<file path="src/rtl/gclk_cfg_pkg.sv">
package gclk_cfg_pkg;
    // Word addresses
    localparam logic [1:0] ADDR_CTRL = 2'd0;
    localparam logic [1:0] ADDR_DIV  = 2'd1;
    localparam logic [1:0] ADDR_GEN  = 2'd2;
    localparam logic [1:0] ADDR_CHAN = 2'd3;

    // Field positions inside a window word
    localparam int ID_W       = 8;
    localparam int FIELD_LSB  = 8;
    localparam int EN_BIT     = 16;

    // Strobe patterns
    localparam logic [3:0] STRB_FULL = 4'b1111;
    localparam logic [3:0] STRB_ID   = 4'b0001;

    // Source codes used by the defaults
    localparam logic [2:0] SRC_RC8M   = 3'd6;
    localparam logic [2:0] SRC_ULP32K = 3'd3;

    // Generator indices with fixed roles
    localparam int MAIN_GEN = 0;
    localparam int ULP_GEN  = 2;

    typedef enum logic [0:0] {
        ST_READY = 1'b0,
        ST_SWRST = 1'b1
    } ctl_state_e;
endpackage

</file>
<file path="src/rtl/gclk_gen_bank.sv">
module gclk_gen_bank
    import gclk_cfg_pkg::*;
#(
    parameter int NUM_GEN = 8,
    parameter int SRC_W   = 3,
    parameter int DIV_W   = 16
) (
    input  logic                     clk,
    input  logic                     rst_n,
    input  logic                     clear,
    input  logic                     div_we,
    input  logic                     ctl_we,
    input  logic [ID_W-1:0]          id,
    input  logic [DIV_W-1:0]         div_in,
    input  logic [SRC_W-1:0]         src_in,
    input  logic                     en_in,
    output logic [NUM_GEN-1:0]       en_q,
    output logic [NUM_GEN*SRC_W-1:0] src_q,
    output logic [NUM_GEN*DIV_W-1:0] div_q,
    output logic [NUM_GEN*DIV_W-1:0] ratio
);
    for (genvar g = 0; g < NUM_GEN; g++) begin : g_gen
        localparam logic             DEF_EN  = (g == MAIN_GEN) || (g == ULP_GEN);
        localparam logic [SRC_W-1:0] DEF_SRC = (g == MAIN_GEN) ? SRC_W'(SRC_RC8M) :
                                               (g == ULP_GEN)  ? SRC_W'(SRC_ULP32K) : '0;
        logic hit;
        assign hit = (id == ID_W'(g));

        always_ff @(posedge clk or negedge rst_n) begin
            if (!rst_n) begin
                div_q[g*DIV_W +: DIV_W] <= '0;
            end else if (clear) begin
                div_q[g*DIV_W +: DIV_W] <= '0;
            end else if (div_we && hit) begin
                div_q[g*DIV_W +: DIV_W] <= div_in;
            end
        end

        always_ff @(posedge clk or negedge rst_n) begin
            if (!rst_n) begin
                en_q[g]                 <= DEF_EN;
                src_q[g*SRC_W +: SRC_W] <= DEF_SRC;
            end else if (clear) begin
                en_q[g]                 <= DEF_EN;
                src_q[g*SRC_W +: SRC_W] <= DEF_SRC;
            end else if (ctl_we && hit) begin
                en_q[g]                 <= en_in;
                src_q[g*SRC_W +: SRC_W] <= src_in;
            end
        end

        assign ratio[g*DIV_W +: DIV_W] = (div_q[g*DIV_W +: DIV_W] == '0) ?
                                         DIV_W'(1) : div_q[g*DIV_W +: DIV_W];
    end
endmodule

</file>
<file path="src/rtl/gclk_chan_bank.sv">
module gclk_chan_bank
    import gclk_cfg_pkg::*;
#(
    parameter int NUM_CHAN = 8,
    parameter int GSEL_W   = 3,
    parameter int WDT_CHAN = 3
) (
    input  logic                       clk,
    input  logic                       rst_n,
    input  logic                       clear,
    input  logic                       we,
    input  logic [ID_W-1:0]            id,
    input  logic [GSEL_W-1:0]          gen_in,
    input  logic                       en_in,
    output logic [NUM_CHAN-1:0]        en_q,
    output logic [NUM_CHAN*GSEL_W-1:0] gen_q
);
    for (genvar c = 0; c < NUM_CHAN; c++) begin : g_chan
        localparam logic              DEF_EN  = (c == WDT_CHAN);
        localparam logic [GSEL_W-1:0] DEF_GEN = (c == WDT_CHAN) ? GSEL_W'(ULP_GEN) : '0;

        always_ff @(posedge clk or negedge rst_n) begin
            if (!rst_n) begin
                en_q[c]                   <= DEF_EN;
                gen_q[c*GSEL_W +: GSEL_W] <= DEF_GEN;
            end else if (clear) begin
                en_q[c]                   <= DEF_EN;
                gen_q[c*GSEL_W +: GSEL_W] <= DEF_GEN;
            end else if (we && (id == ID_W'(c))) begin
                en_q[c]                   <= en_in;
                gen_q[c*GSEL_W +: GSEL_W] <= gen_in;
            end
        end
    end
endmodule

</file>
<file path="src/rtl/gclk_indirect_ctrl.sv">
module gclk_indirect_ctrl
    import gclk_cfg_pkg::*;
#(
    parameter int NUM_GEN  = 8,
    parameter int NUM_CHAN = 8,
    parameter int SRC_W    = 3,
    parameter int DIV_W    = 16,
    parameter int WDT_CHAN = 3,
    localparam int GSEL_W  = $clog2(NUM_GEN)
) (
    input  logic                       clk,
    input  logic                       rst_n,
    input  logic                       bus_wr,
    input  logic                       bus_rd,
    input  logic [1:0]                 bus_addr,
    input  logic [3:0]                 bus_strb,
    input  logic [31:0]                bus_wdata,
    output logic [31:0]                bus_rdata,
    output logic                       busy,
    output logic [NUM_GEN-1:0]         gen_en,
    output logic [NUM_GEN*SRC_W-1:0]   gen_src,
    output logic [NUM_GEN*DIV_W-1:0]   gen_div,
    output logic [NUM_GEN*DIV_W-1:0]   gen_ratio,
    output logic [NUM_CHAN-1:0]        chan_en,
    output logic [NUM_CHAN*GSEL_W-1:0] chan_gen,
    output logic                       main_en,
    output logic [SRC_W-1:0]           main_src,
    output logic [DIV_W-1:0]           main_ratio,
    output logic                       fll_ref_en,
    output logic [GSEL_W-1:0]          fll_ref_gen
);
    ctl_state_e state_q, state_d;
    logic       clear;

    logic            wr_ok, strb_full, strb_id, swrst_req;
    logic [ID_W-1:0] wid;
    logic            div_we, gen_we, chan_we;
    logic [ID_W-1:0] ptr_div, ptr_gen, ptr_chan;
    logic [31:0]     rd_next;

    assign wid       = bus_wdata[ID_W-1:0];
    assign strb_full = (bus_strb == STRB_FULL);
    assign strb_id   = (bus_strb == STRB_ID);
    assign wr_ok     = bus_wr && (state_q == ST_READY);
    assign swrst_req = wr_ok && (bus_addr == ADDR_CTRL) && bus_strb[0] && bus_wdata[0];

    assign div_we  = wr_ok && strb_full && (bus_addr == ADDR_DIV)  && (wid < ID_W'(NUM_GEN));
    assign gen_we  = wr_ok && strb_full && (bus_addr == ADDR_GEN)  && (wid < ID_W'(NUM_GEN));
    assign chan_we = wr_ok && strb_full && (bus_addr == ADDR_CHAN) && (wid < ID_W'(NUM_CHAN));

    // State register
    always_ff @(posedge clk or negedge rst_n) begin
        if (!rst_n) state_q <= ST_READY;
        else        state_q <= state_d;
    end

    // Next state and outputs
    always_comb begin
        state_d = state_q;
        unique case (state_q)
            ST_READY: if (swrst_req) state_d = ST_SWRST;
            ST_SWRST: state_d = ST_READY;
            default:  state_d = ST_READY;
        endcase
    end

    always_comb begin
        unique case (state_q)
            ST_SWRST: clear = 1'b1;
            default:  clear = 1'b0;
        endcase
    end
    assign busy = clear;

    // Read pointers, one per window
    always_ff @(posedge clk or negedge rst_n) begin
        if (!rst_n) begin
            ptr_div  <= '0;
            ptr_gen  <= '0;
            ptr_chan <= '0;
        end else if (clear) begin
            ptr_div  <= '0;
            ptr_gen  <= '0;
            ptr_chan <= '0;
        end else if (wr_ok && (strb_full || strb_id)) begin
            case (bus_addr)
                ADDR_DIV:  ptr_div  <= wid;
                ADDR_GEN:  ptr_gen  <= wid;
                ADDR_CHAN: ptr_chan <= wid;
                default:   ;
            endcase
        end
    end

    gclk_gen_bank #(
        .NUM_GEN (NUM_GEN),
        .SRC_W   (SRC_W),
        .DIV_W   (DIV_W)
    ) gen_bank_i (
        .clk    (clk),
        .rst_n  (rst_n),
        .clear  (clear),
        .div_we (div_we),
        .ctl_we (gen_we),
        .id     (wid),
        .div_in (bus_wdata[FIELD_LSB +: DIV_W]),
        .src_in (bus_wdata[FIELD_LSB +: SRC_W]),
        .en_in  (bus_wdata[EN_BIT]),
        .en_q   (gen_en),
        .src_q  (gen_src),
        .div_q  (gen_div),
        .ratio  (gen_ratio)
    );

    gclk_chan_bank #(
        .NUM_CHAN (NUM_CHAN),
        .GSEL_W   (GSEL_W),
        .WDT_CHAN (WDT_CHAN)
    ) chan_bank_i (
        .clk    (clk),
        .rst_n  (rst_n),
        .clear  (clear),
        .we     (chan_we),
        .id     (wid),
        .gen_in (bus_wdata[FIELD_LSB +: GSEL_W]),
        .en_in  (bus_wdata[EN_BIT]),
        .en_q   (chan_en),
        .gen_q  (chan_gen)
    );

    // Read multiplexer
    always_comb begin
        rd_next = '0;
        case (bus_addr)
            ADDR_CTRL: rd_next[0] = busy;
            ADDR_DIV: begin
                for (int g = 0; g < NUM_GEN; g++) begin
                    if (ptr_div == ID_W'(g)) begin
                        rd_next[ID_W-1:0]            = ptr_div;
                        rd_next[FIELD_LSB +: DIV_W]  = gen_div[g*DIV_W +: DIV_W];
                    end
                end
            end
            ADDR_GEN: begin
                for (int g = 0; g < NUM_GEN; g++) begin
                    if (ptr_gen == ID_W'(g)) begin
                        rd_next[ID_W-1:0]            = ptr_gen;
                        rd_next[FIELD_LSB +: SRC_W]  = gen_src[g*SRC_W +: SRC_W];
                        rd_next[EN_BIT]              = gen_en[g];
                    end
                end
            end
            default: begin
                for (int c = 0; c < NUM_CHAN; c++) begin
                    if (ptr_chan == ID_W'(c)) begin
                        rd_next[ID_W-1:0]            = ptr_chan;
                        rd_next[FIELD_LSB +: GSEL_W] = chan_gen[c*GSEL_W +: GSEL_W];
                        rd_next[EN_BIT]              = chan_en[c];
                    end
                end
            end
        endcase
    end

    always_ff @(posedge clk or negedge rst_n) begin
        if (!rst_n)      bus_rdata <= '0;
        else if (bus_rd) bus_rdata <= rd_next;
    end

    // Dedicated roles
    assign main_en     = gen_en[MAIN_GEN];
    assign main_src    = gen_src[MAIN_GEN*SRC_W +: SRC_W];
    assign main_ratio  = gen_ratio[MAIN_GEN*DIV_W +: DIV_W];
    assign fll_ref_en  = chan_en[0];
    assign fll_ref_gen = chan_gen[GSEL_W-1:0];
endmodule

</file>
<file path="config.mk">
export PLATFORM = sky130hd
export DESIGN_NAME = gclk_indirect_ctrl
export DESIGN_NICKNAME = d
export VERILOG_FILES = /design/src/rtl/gclk_cfg_pkg.sv /design/src/rtl/gclk_gen_bank.sv /design/src/rtl/gclk_chan_bank.sv /design/src/rtl/gclk_indirect_ctrl.sv
export SDC_FILE = /design/constraint.sdc
export NUM_CORES = 1
export LEC_CHECK = 0
export ABC_AREA = 1
export BUFFER_PORTS_ARGS = -buffer_cell sky130_fd_sc_hd__buf_2
export CORE_MARGIN = 8
export CORE_UTILIZATION = 30
export CTS_BUF_LIST = sky130_fd_sc_hd__clkbuf_2 sky130_fd_sc_hd__clkbuf_4 sky130_fd_sc_hd__clkbuf_8
export CTS_CLUSTER_SIZE = 8
export DETAILED_ROUTE_END_ITERATION = 12
export SLEW_MARGIN = 20
export SYNTH_ARGS = -nofsm -noshare
export SYNTH_HDL_FRONTEND = slang
export SYNTH_SLANG_ARGS = --single-unit
</file>
<file path="constraint.sdc">
create_clock -name clk -period 5.3 [get_ports clk]
set_input_delay 1.06 -clock clk [delete_from_list [all_inputs] [get_ports clk]]
set_output_delay 1.06 -clock clk [all_outputs]
set_load 0.1 [all_outputs]
</file>
Yosys cells after proc, flatten, opt, wreduce, memory -nomap -nowiden
Index checks and enable logic that the tools add are counted.
{"block": "word_totals", "regBits": 241, "inputBits": 42}
{"block": "op_classes", "n_eq_ne": 33, "reduce_logical": 81, "n_mux": 145, "order_cmp": 1, "bitwise": 1}
{"op": "16-bit two-way mux", "count": 24}
{"op": "24-bit two-way mux", "count": 8}
{"op": "11-bit two-way mux", "count": 16}
{"op": "8-bit by 3-bit equality test with 1-bit output, second input constant", "count": 16}
{"op": "16-bit zero test", "count": 8}
{"op": "3-bit two-way mux", "count": 32}
{"op": "8-bit two-way mux", "count": 9}
{"op": "8-bit by 2-bit equality test with 1-bit output, second input constant", "count": 8}
{"op": "2-bit nonzero test", "count": 28}
{"op": "1-bit two-way mux", "count": 50}
{"op": "1-bit logical AND", "count": 36}
{"op": "8-bit by 1-bit equality test with 1-bit output, second input constant", "count": 4}
{"op": "8-bit zero test", "count": 4}
{"op": "10-bit case mux with 3 select lines", "count": 1}
{"op": "8-bit by 4-bit < comparator with 1-bit output, second input constant", "count": 1}
{"op": "7-bit two-way mux", "count": 1}
{"op": "1-bit case mux with 3 select lines", "count": 2}
{"op": "2-bit AND reduction", "count": 3}
{"op": "5-bit two-way mux", "count": 1}
{"op": "2-bit equality test, second input constant", "count": 2}
{"op": "4-bit by 1-bit equality test with 1-bit output, second input constant", "count": 1}
{"op": "4-bit equality test, second input constant", "count": 1}
{"op": "2-bit by 1-bit equality test with 1-bit output, second input constant", "count": 1}
{"op": "2-bit zero test", "count": 1}
{"op": "other kinds (3)", "count": 3}

Longest topological paths before layout
Gate-level depths: netlist of run 1.
{"block": "depth", "depth_word": 10, "ltp_mapped": 14, "mapped_depth_nobuf": 13}

Cells and area by module
From an unflattened synthesis of run 1, not the netlist that was laid out.
{"block": "hier_totals", "hier_cells": 1858, "hier_area_um2": 13490.4}
{"module": "gclk_gen_bank", "area_each_um2": 7657.3, "n_inst": 1, "cells_per_inst": 992}
{"module": "gclk_indirect_ctrl", "area_each_um2": 4327.9, "n_inst": 1, "cells_per_inst": 687}
{"module": "gclk_chan_bank", "area_each_um2": 1505.2, "n_inst": 1, "cells_per_inst": 179}

Worst setup path before layout of run 1
No wires, ideal clock.
{"block": "synth_timing", "path_type": "reg-to-output", "startpoint": "register gen_bank_i.div_q[35]", "endpoint": "output port gen_ratio[32]", "stages_incl_launch_ff": 4, "path_buffers": 0, "slack_ps": 49, "t_arrival_ps": 4191, "t_required_ps": 4240, "cell_sequence": "dfrtp_1 nor2_1 nand3_1 o41ai_1"}
{"block": "synth_via", "elab_chain_cells": 2}
{"item": "start: declaration", "line": "gclk_gen_bank.sv:19", "source": "output logic [NUM_GEN*DIV_W-1:0] div_q,"}
{"item": "start signal: indexed assignment", "line": "gclk_gen_bank.sv:35", "source": "div_q[g*DIV_W +: DIV_W] <= div_in;"}
{"item": "16-bit zero test", "line": "gclk_gen_bank.sv:52", "source": "assign ratio[g*DIV_W +: DIV_W] = (div_q[g*DIV_W +: DIV_W] == '0) ?"}
{"item": "16-bit two-way mux", "line": "gclk_gen_bank.sv:52"}
{"item": "end: declaration", "line": "gclk_indirect_ctrl.sv:23", "source": "output logic [NUM_GEN*DIV_W-1:0] gen_ratio,"}
Every way passes these cells.

Final worst setup path of run 1
{"block": "layout_timing", "startpoint": "register gen_bank_i.div_q[88]", "endpoint": "output port gen_ratio[80]"}
Same word-level chain as after synthesis.

==> results of run 1 <==
==> sequential cells by signal (all words and copies together), names as in the netlist <==
name,count
gen_bank_i.div_q,128
bus_rdata,24
chan_bank_i.gen_q,24
gen_bank_i.src_q,24
chan_bank_i.en_q,8
gen_bank_i.en_q,8
ptr_chan,8
ptr_div,8
ptr_gen,8
state_q,1
==> metrics by stage <==
stage                     setup WS, ns  cells  hold WS [ns]  total power (uW)
final                             2.02   2363         0.450             10300
after CTS                         1.96   2362         0.444             10400
after detailed placement          2.16   2279         0.460              8250
after global placement            2.13   2279         0.464              8210
after global routing              1.75   2362         0.483             10700
after floorplan                 0.0489   1553         0.481              7340
==> metal layers <==
metal	vias up	routed length, um	track usage
met5	-	0	0
met4	0	1370	0.0735
met3	67	3160	0.0379
met2	498	24600	0.355
met1	5623	22200	0.273
li1	5473	-	-
==> power breakdown <==
group / total (uW) / switching (uW) / internal (uW)
Sequential: 2740 / 535 / 2210
Combinational: 5460 / 4840 / 620
Clock: 2120 / 833 / 1280
Total: 10300 / 6210 / 4110
==> worst max path at each step <==
stage / startpoint / end
after CTS: gen_bank_i.div_q[88] / gen_ratio[80]
after global routing: state_q / gen_bank_i.src_q[19]
final: gen_bank_i.div_q[88] / gen_ratio[80]
after global placement: bus_wdata[7] / gen_bank_i.div_q[72]
after floorplan: gen_bank_i.div_q[35] / gen_ratio[32]
after detailed placement: bus_wdata[7] / gen_bank_i.div_q[76]
==> critical path: stages (launching register included) <==
cell     delay [ns]
dfrtp_1        0.50
nor4_1         0.40
nand4_1        0.15
nand2_1        0.13
buf_2          0.44
==> synthesized netlist by cell type, types with 3 or more instances <==
| master | count | area (um2) |
|---|---|---|
| a21oi_1 | 31 | 155 |
| inv_1 | 98 | 368 |
| dfstp_2 | 8 | 210 |
| a41o_1 | 5 | 50.1 |
| nand2_1 | 451 | 1690 |
| buf_2 | 24 | 120 |
| clkbuf_1 | 150 | 563 |
| or2_2 | 12 | 75.1 |
| o21ai_0 | 93 | 465 |
| nor2_2 | 3 | 18.8 |
| o211ai_1 | 13 | 97.6 |
| nand3_1 | 65 | 325 |
| nor3_1 | 12 | 60.1 |
| mux2_2 | 10 | 113 |
| dfrtp_1 | 233 | 5830 |
| nor2_1 | 78 | 293 |
| buf_4 | 35 | 263 |
| a31oi_1 | 4 | 25.0 |
| nand4_1 | 29 | 181 |
| o21ai_1 | 128 | 641 |
| nor4_1 | 29 | 181 |
| nor3_2 | 3 | 30.0 |
| inv_2 | 7 | 26.3 |
==> area by class of cell <==
cell class / count / area [um2]
Timing Repair Buffer: 411 / 2100
Tap cell: 525 / 657
Clock buffer: 73 / 911
Antenna cell: 1 / 2.50
Fill cell: 4171 / 24700
Sequential cell: 241 / 6040
Clock inverter: 10 / 155
Inverter: 106 / 398
Multi-Input combinational cell: 996 / 4650
==> placed cells by master (no fill, tap or decap), types with 8 or more instances in the layout <==
cell,count
nor3_1,12
conb_1,8
nor4_1,29
mux2_2,10
nand4_1,29
buf_4,8
clkbuf_4,15
nor2_1,78
dfrtp_1,233
inv_1,98
a21oi_1,31
o21ai_1,128
or2_2,12
nand2_1,450
buf_2,401
o211ai_1,13
nand3_1,65
o21ai_0,93
dfstp_2,8
clkbuf_8,58
==> kinds of logic (layout without fill, tap and decap cells) <==
logic type | Yosys count | in the layout | synth area share
AO/OA/AOI/OAI | 286 | 286 | 0.128
buffers and inverters | 316 | 600 | 0.112
flip-flops | 241 | 241 | 0.503
multiplexers | 11 | 11 | 0.0102
other | 1 | 9 | 0.000312
AND/OR/NAND/NOR | 691 | 691 | 0.246
==> out/results.ini, run 1 <==
[status]
status=finished, final reports clean

[sta]
finalCritPeriodShare=0.619
skew_ns=0.0358
slew_headroom=0.238
worstMarginPinSlew_ns=1.14
timing.fmax_mhz=305
rsz0062_at_grt=false
setup_viol=0
tns_ns=0
slew_violations=0
post-route-min-period_ns=3.28
hold_violations=0

[global_route]
grtUsageTotal=0.212
overflow=0
grt_pass1_wl_um=75800
antenna_found_initial=0
grt_max_degree=111
grt_pass1_vias=11900

[clock_network]
cts_root_buf=clkbuf_8
cts_resized=0
cts_sinks=241
clockBufferDepth=3
cts_buffers=45
post-cts-setup-buffer-count=0
cts.htree.levels=2
clock_latency_ns=0.62
cts_tree=done
clkSlewWorstSetupHoldPaths_ns=0.06
cts_hold_buf=0

[worst_setup_path]
r2r_slack_ns=2.21
ff2ff_path_depth=10
start_kind=flip-flop
worstPathArrival_ns=2.22
r2r-end=gen_bank_i.div_q[45]
crit_fanout=5
crit_type=reg2out
crit_path_end_kind=output port
reg2reg_from=state_q
required_ns=4.24

[yosys]
ys_seq_area_frac=0.503
syn_area_um2=12000
ys_seq_elements=241
ys_types=42
yosys_most_used_dff=dfrtp_1
async_flop_share=1.00
synth_edf_count=0
netlist_instances=1546
syn_avg_cell_area_um2=7.77
ys_warn_count=0

[min_path]
hold_path.class=in2async

[detailed_routing]
antenna_left=0
drt_iter0_markers=1040
wl_per_cell_um=21.7
routed_wl_um=51400
firstDrtPassIters=5
drc=0
avgViaCountPerCell=4.93
vias=11700

[placement]
place_congestion=0.997
dpl.hpwl_um=38800
place.port_buffers=402
dpl_cell_area_um2=13900

[pwr]
cellLeakagePower_uw=0.00793
peakVddDrop_uv=456
cellPowerDensity_nw_per_um2=691

[run]
cap_violations=0

[final_layout]
post_route_cells_drive_above_1_share=0.297
postLayoutCellArea_um2=14900
nets=1843
utilization=0.376
area_delta_synth_final_pct=24.3

[die]
dieArea_um2=46700
core.rowCount=73
die_w_um=216
io_pins=419
core-area_um2=39600
start_util=0.303
die_height_um=216

(Power assumes the default switching activity.)
==> run 2, diff against run 1 <==
==> constraint.sdc (replaced) <==
create_clock -name clk -period 2.9 [get_ports clk]
set_input_delay 0.58 -clock clk [delete_from_list [all_inputs] [get_ports clk]]
set_output_delay 0.58 -clock clk [all_outputs]
set_load 0.1 [all_outputs]
==> run 2 against run 1 <==
Sequential power increased by 81%. Cell count increased by 0.42%. First-iteration DRC count decreased by 14%. Total power increased by 78%. Design area increased by 0.23%. Largest cell class unchanged. Sequential share of layout area decreased by 0.095 points.
==> out/results.ini, run 2 (synthesis gave the netlist of run 1 again) <==
[status]
status=finished, final reports clean  ; unchanged

[clock_network]
cts_root_buf=clkbuf_8  ; unchanged
cts_buffers=42  ; was 45
clkSlewWorstSetupHoldPaths_ns=0.06  ; about the same
cts_sinks=241  ; unchanged
clockBufferDepth=3  ; unchanged
clock_latency_ns=0.56  ; was 0.62 ns
cts_tree=done  ; unchanged
cts.htree.levels=2  ; unchanged
post-cts-setup-buffer-count=0  ; unchanged

[global_route]
overflow=0  ; unchanged
grt_max_degree=67  ; was 111
antenna_found_initial=3  ; was 0
grtUsageTotal=0.199  ; was 0.212
grt_pass1_vias=11500  ; was 11900
grt_pass1_wl_um=72700  ; was 75800 um

[detailed_routing]
wl_per_cell_um=20.2  ; was 21.7 um
avgViaCountPerCell=4.85  ; was 4.93
drt_iter0_markers=898  ; was 1040
vias=11500  ; was 11700
drc=0  ; unchanged
firstDrtPassIters=5  ; unchanged
antenna_left=0  ; unchanged
routed_wl_um=48000  ; was 51400 um

[die]
core.rowCount=73  ; unchanged
die_w_um=216  ; unchanged
io_pins=419  ; unchanged
core-area_um2=39600  ; unchanged
start_util=0.303  ; unchanged
dieArea_um2=46700  ; unchanged
die_height_um=216  ; unchanged

[min_path]
min_from=bus_wdata[8]
hold_path.class=in2reg  ; was in2async

[final_layout]
post_route_cells_drive_above_1_share=0.301  ; was 0.297
regMostFlops=gen_bank_i.div_q  ; unchanged
final_common_cell=nand2_1  ; unchanged
nets=1855  ; was 1843
final_cell_mix=nand2_1 (451), buf_2 (397), dfrtp_1 (233)  ; was nand2_1 (450), buf_2 (401), dfrtp_1 (233)
largest_reg_flops=128  ; unchanged
area_delta_synth_final_pct=24.5  ; was 24.3%
postLayoutCellArea_um2=15000  ; was 14900 um2
utilization=0.377  ; was 0.376
layout.cells.non_filler=2373  ; was 2363

[sta]
timing.fmax_mhz=357
fin_hold_ws_ns=0.278  ; was 0.450 ns
post-route-min-period_ns=2.80
setup_viol=0  ; unchanged
slew_violations=0  ; unchanged
hold_violations=0  ; unchanged
skew_ns=0.0172  ; was 0.0358 ns
worstMarginPinSlew_ns=0.862  ; was 1.14 ns
rsz0062_at_grt=false  ; unchanged
finalCritPeriodShare=0.966
slew_headroom=0.423  ; was 0.238

[placement]
place_congestion=0.914  ; was 0.997
dpl.hpwl_um=37500  ; was 38800 um
dpl.cell_count=2293  ; was 2279
dpl_cell_area_um2=14000  ; was 13900 um2
place.port_buffers=402  ; unchanged

[run]
cap_violations=0  ; unchanged

[worst_setup_path]
start_kind=flip-flop  ; unchanged
crit_path_end_kind=output port  ; unchanged
setup.worst_path.start=gen_bank_i.div_q[124]  ; was gen_bank_i.div_q[88]
required_ns=2.32  ; was 4.24 ns
reg2reg_from=ptr_div[4]  ; was state_q
crit_type=reg2out  ; unchanged
worstPathArrival_ns=2.22  ; about the same
crit_fanout=5  ; unchanged
r2r_slack_ns=0.52  ; was 2.21 ns

[pwr]
peakVddDrop_uv=1310  ; was 456 uV
cellLeakagePower_uw=0.00797  ; was 0.00793 uW
cellPowerDensity_nw_per_um2=1230  ; was 691 nW/um2

==> run 2: power breakdown <==
part	switching, uW	leakage (uW)	total (uW)	internal, uW
Sequential	927	0.00306	4960	4030
Clock	1440	0.000495	3390	1950
Combinational	8890	0.00442	10100	1170
Total	11300	0.00797	18400	7150
==> run 2: path summary, 6_finish.rpt <==
check,endpoint,cells past startpoint
min reg2reg,bus_rdata[17],2
max reg2reg,bus_rdata[10],11
min,gen_bank_i.src_q[6],3
max,gen_ratio[112],3
max in group asynchronous,gen_bank_i.div_q[26],3
min in group asynchronous,gen_bank_i.src_q[3],2
==> run 2: what timing repair did <==
item,in CTS,in global routing
gates resized for setup,3,3
hold buffers,1,0
endpoints found under the setup margin,2,3
endpoints found under the hold margin,44,0
==> run 2: worst max-delay path, stage by stage, from the launching register on <==
cell and delay, ns:
dfrtp_1 0.42, nor4_1 0.52, a41o_1 0.27, buf_2 0.44
==> run 2: per-stage QoR <==
step | setup TNS, ns | setup WS, ns | total power, uW
after CTS | 0 | 0.00594 | 18600
after floorplan | -0.0272 | -0.0272 | 13400
after detailed placement | 0 | 0.414 | 15100
after global placement | 0 | 0.419 | 15100
after global routing | 0 | 0.00672 | 19100
final | 0 | 0.0983 | 18400
==> run 2: final cells by class <==
class | count | area [um2]
antenna | 3 | 7.51
timing repair buffer | 426 | 2250
multi-input combinational | 996 | 4680
inverter | 106 | 398
clock inverter | 7 | 60.1
fill | 4156 | 24700
tap | 525 | 657
sequential | 241 | 6040
clock buffer | 69 | 856
==> run 2: routing by layer <==
metal / up-vias / share of wire / global-route usage
met3: 68 / 0.062 / 0.0418
met4: 0 / 0.024 / 0.0611
li1: 5502 / - / -
met1: 5545 / 0.45 / 0.268
met5: - / 0 / 0
met2: 397 / 0.46 / 0.316
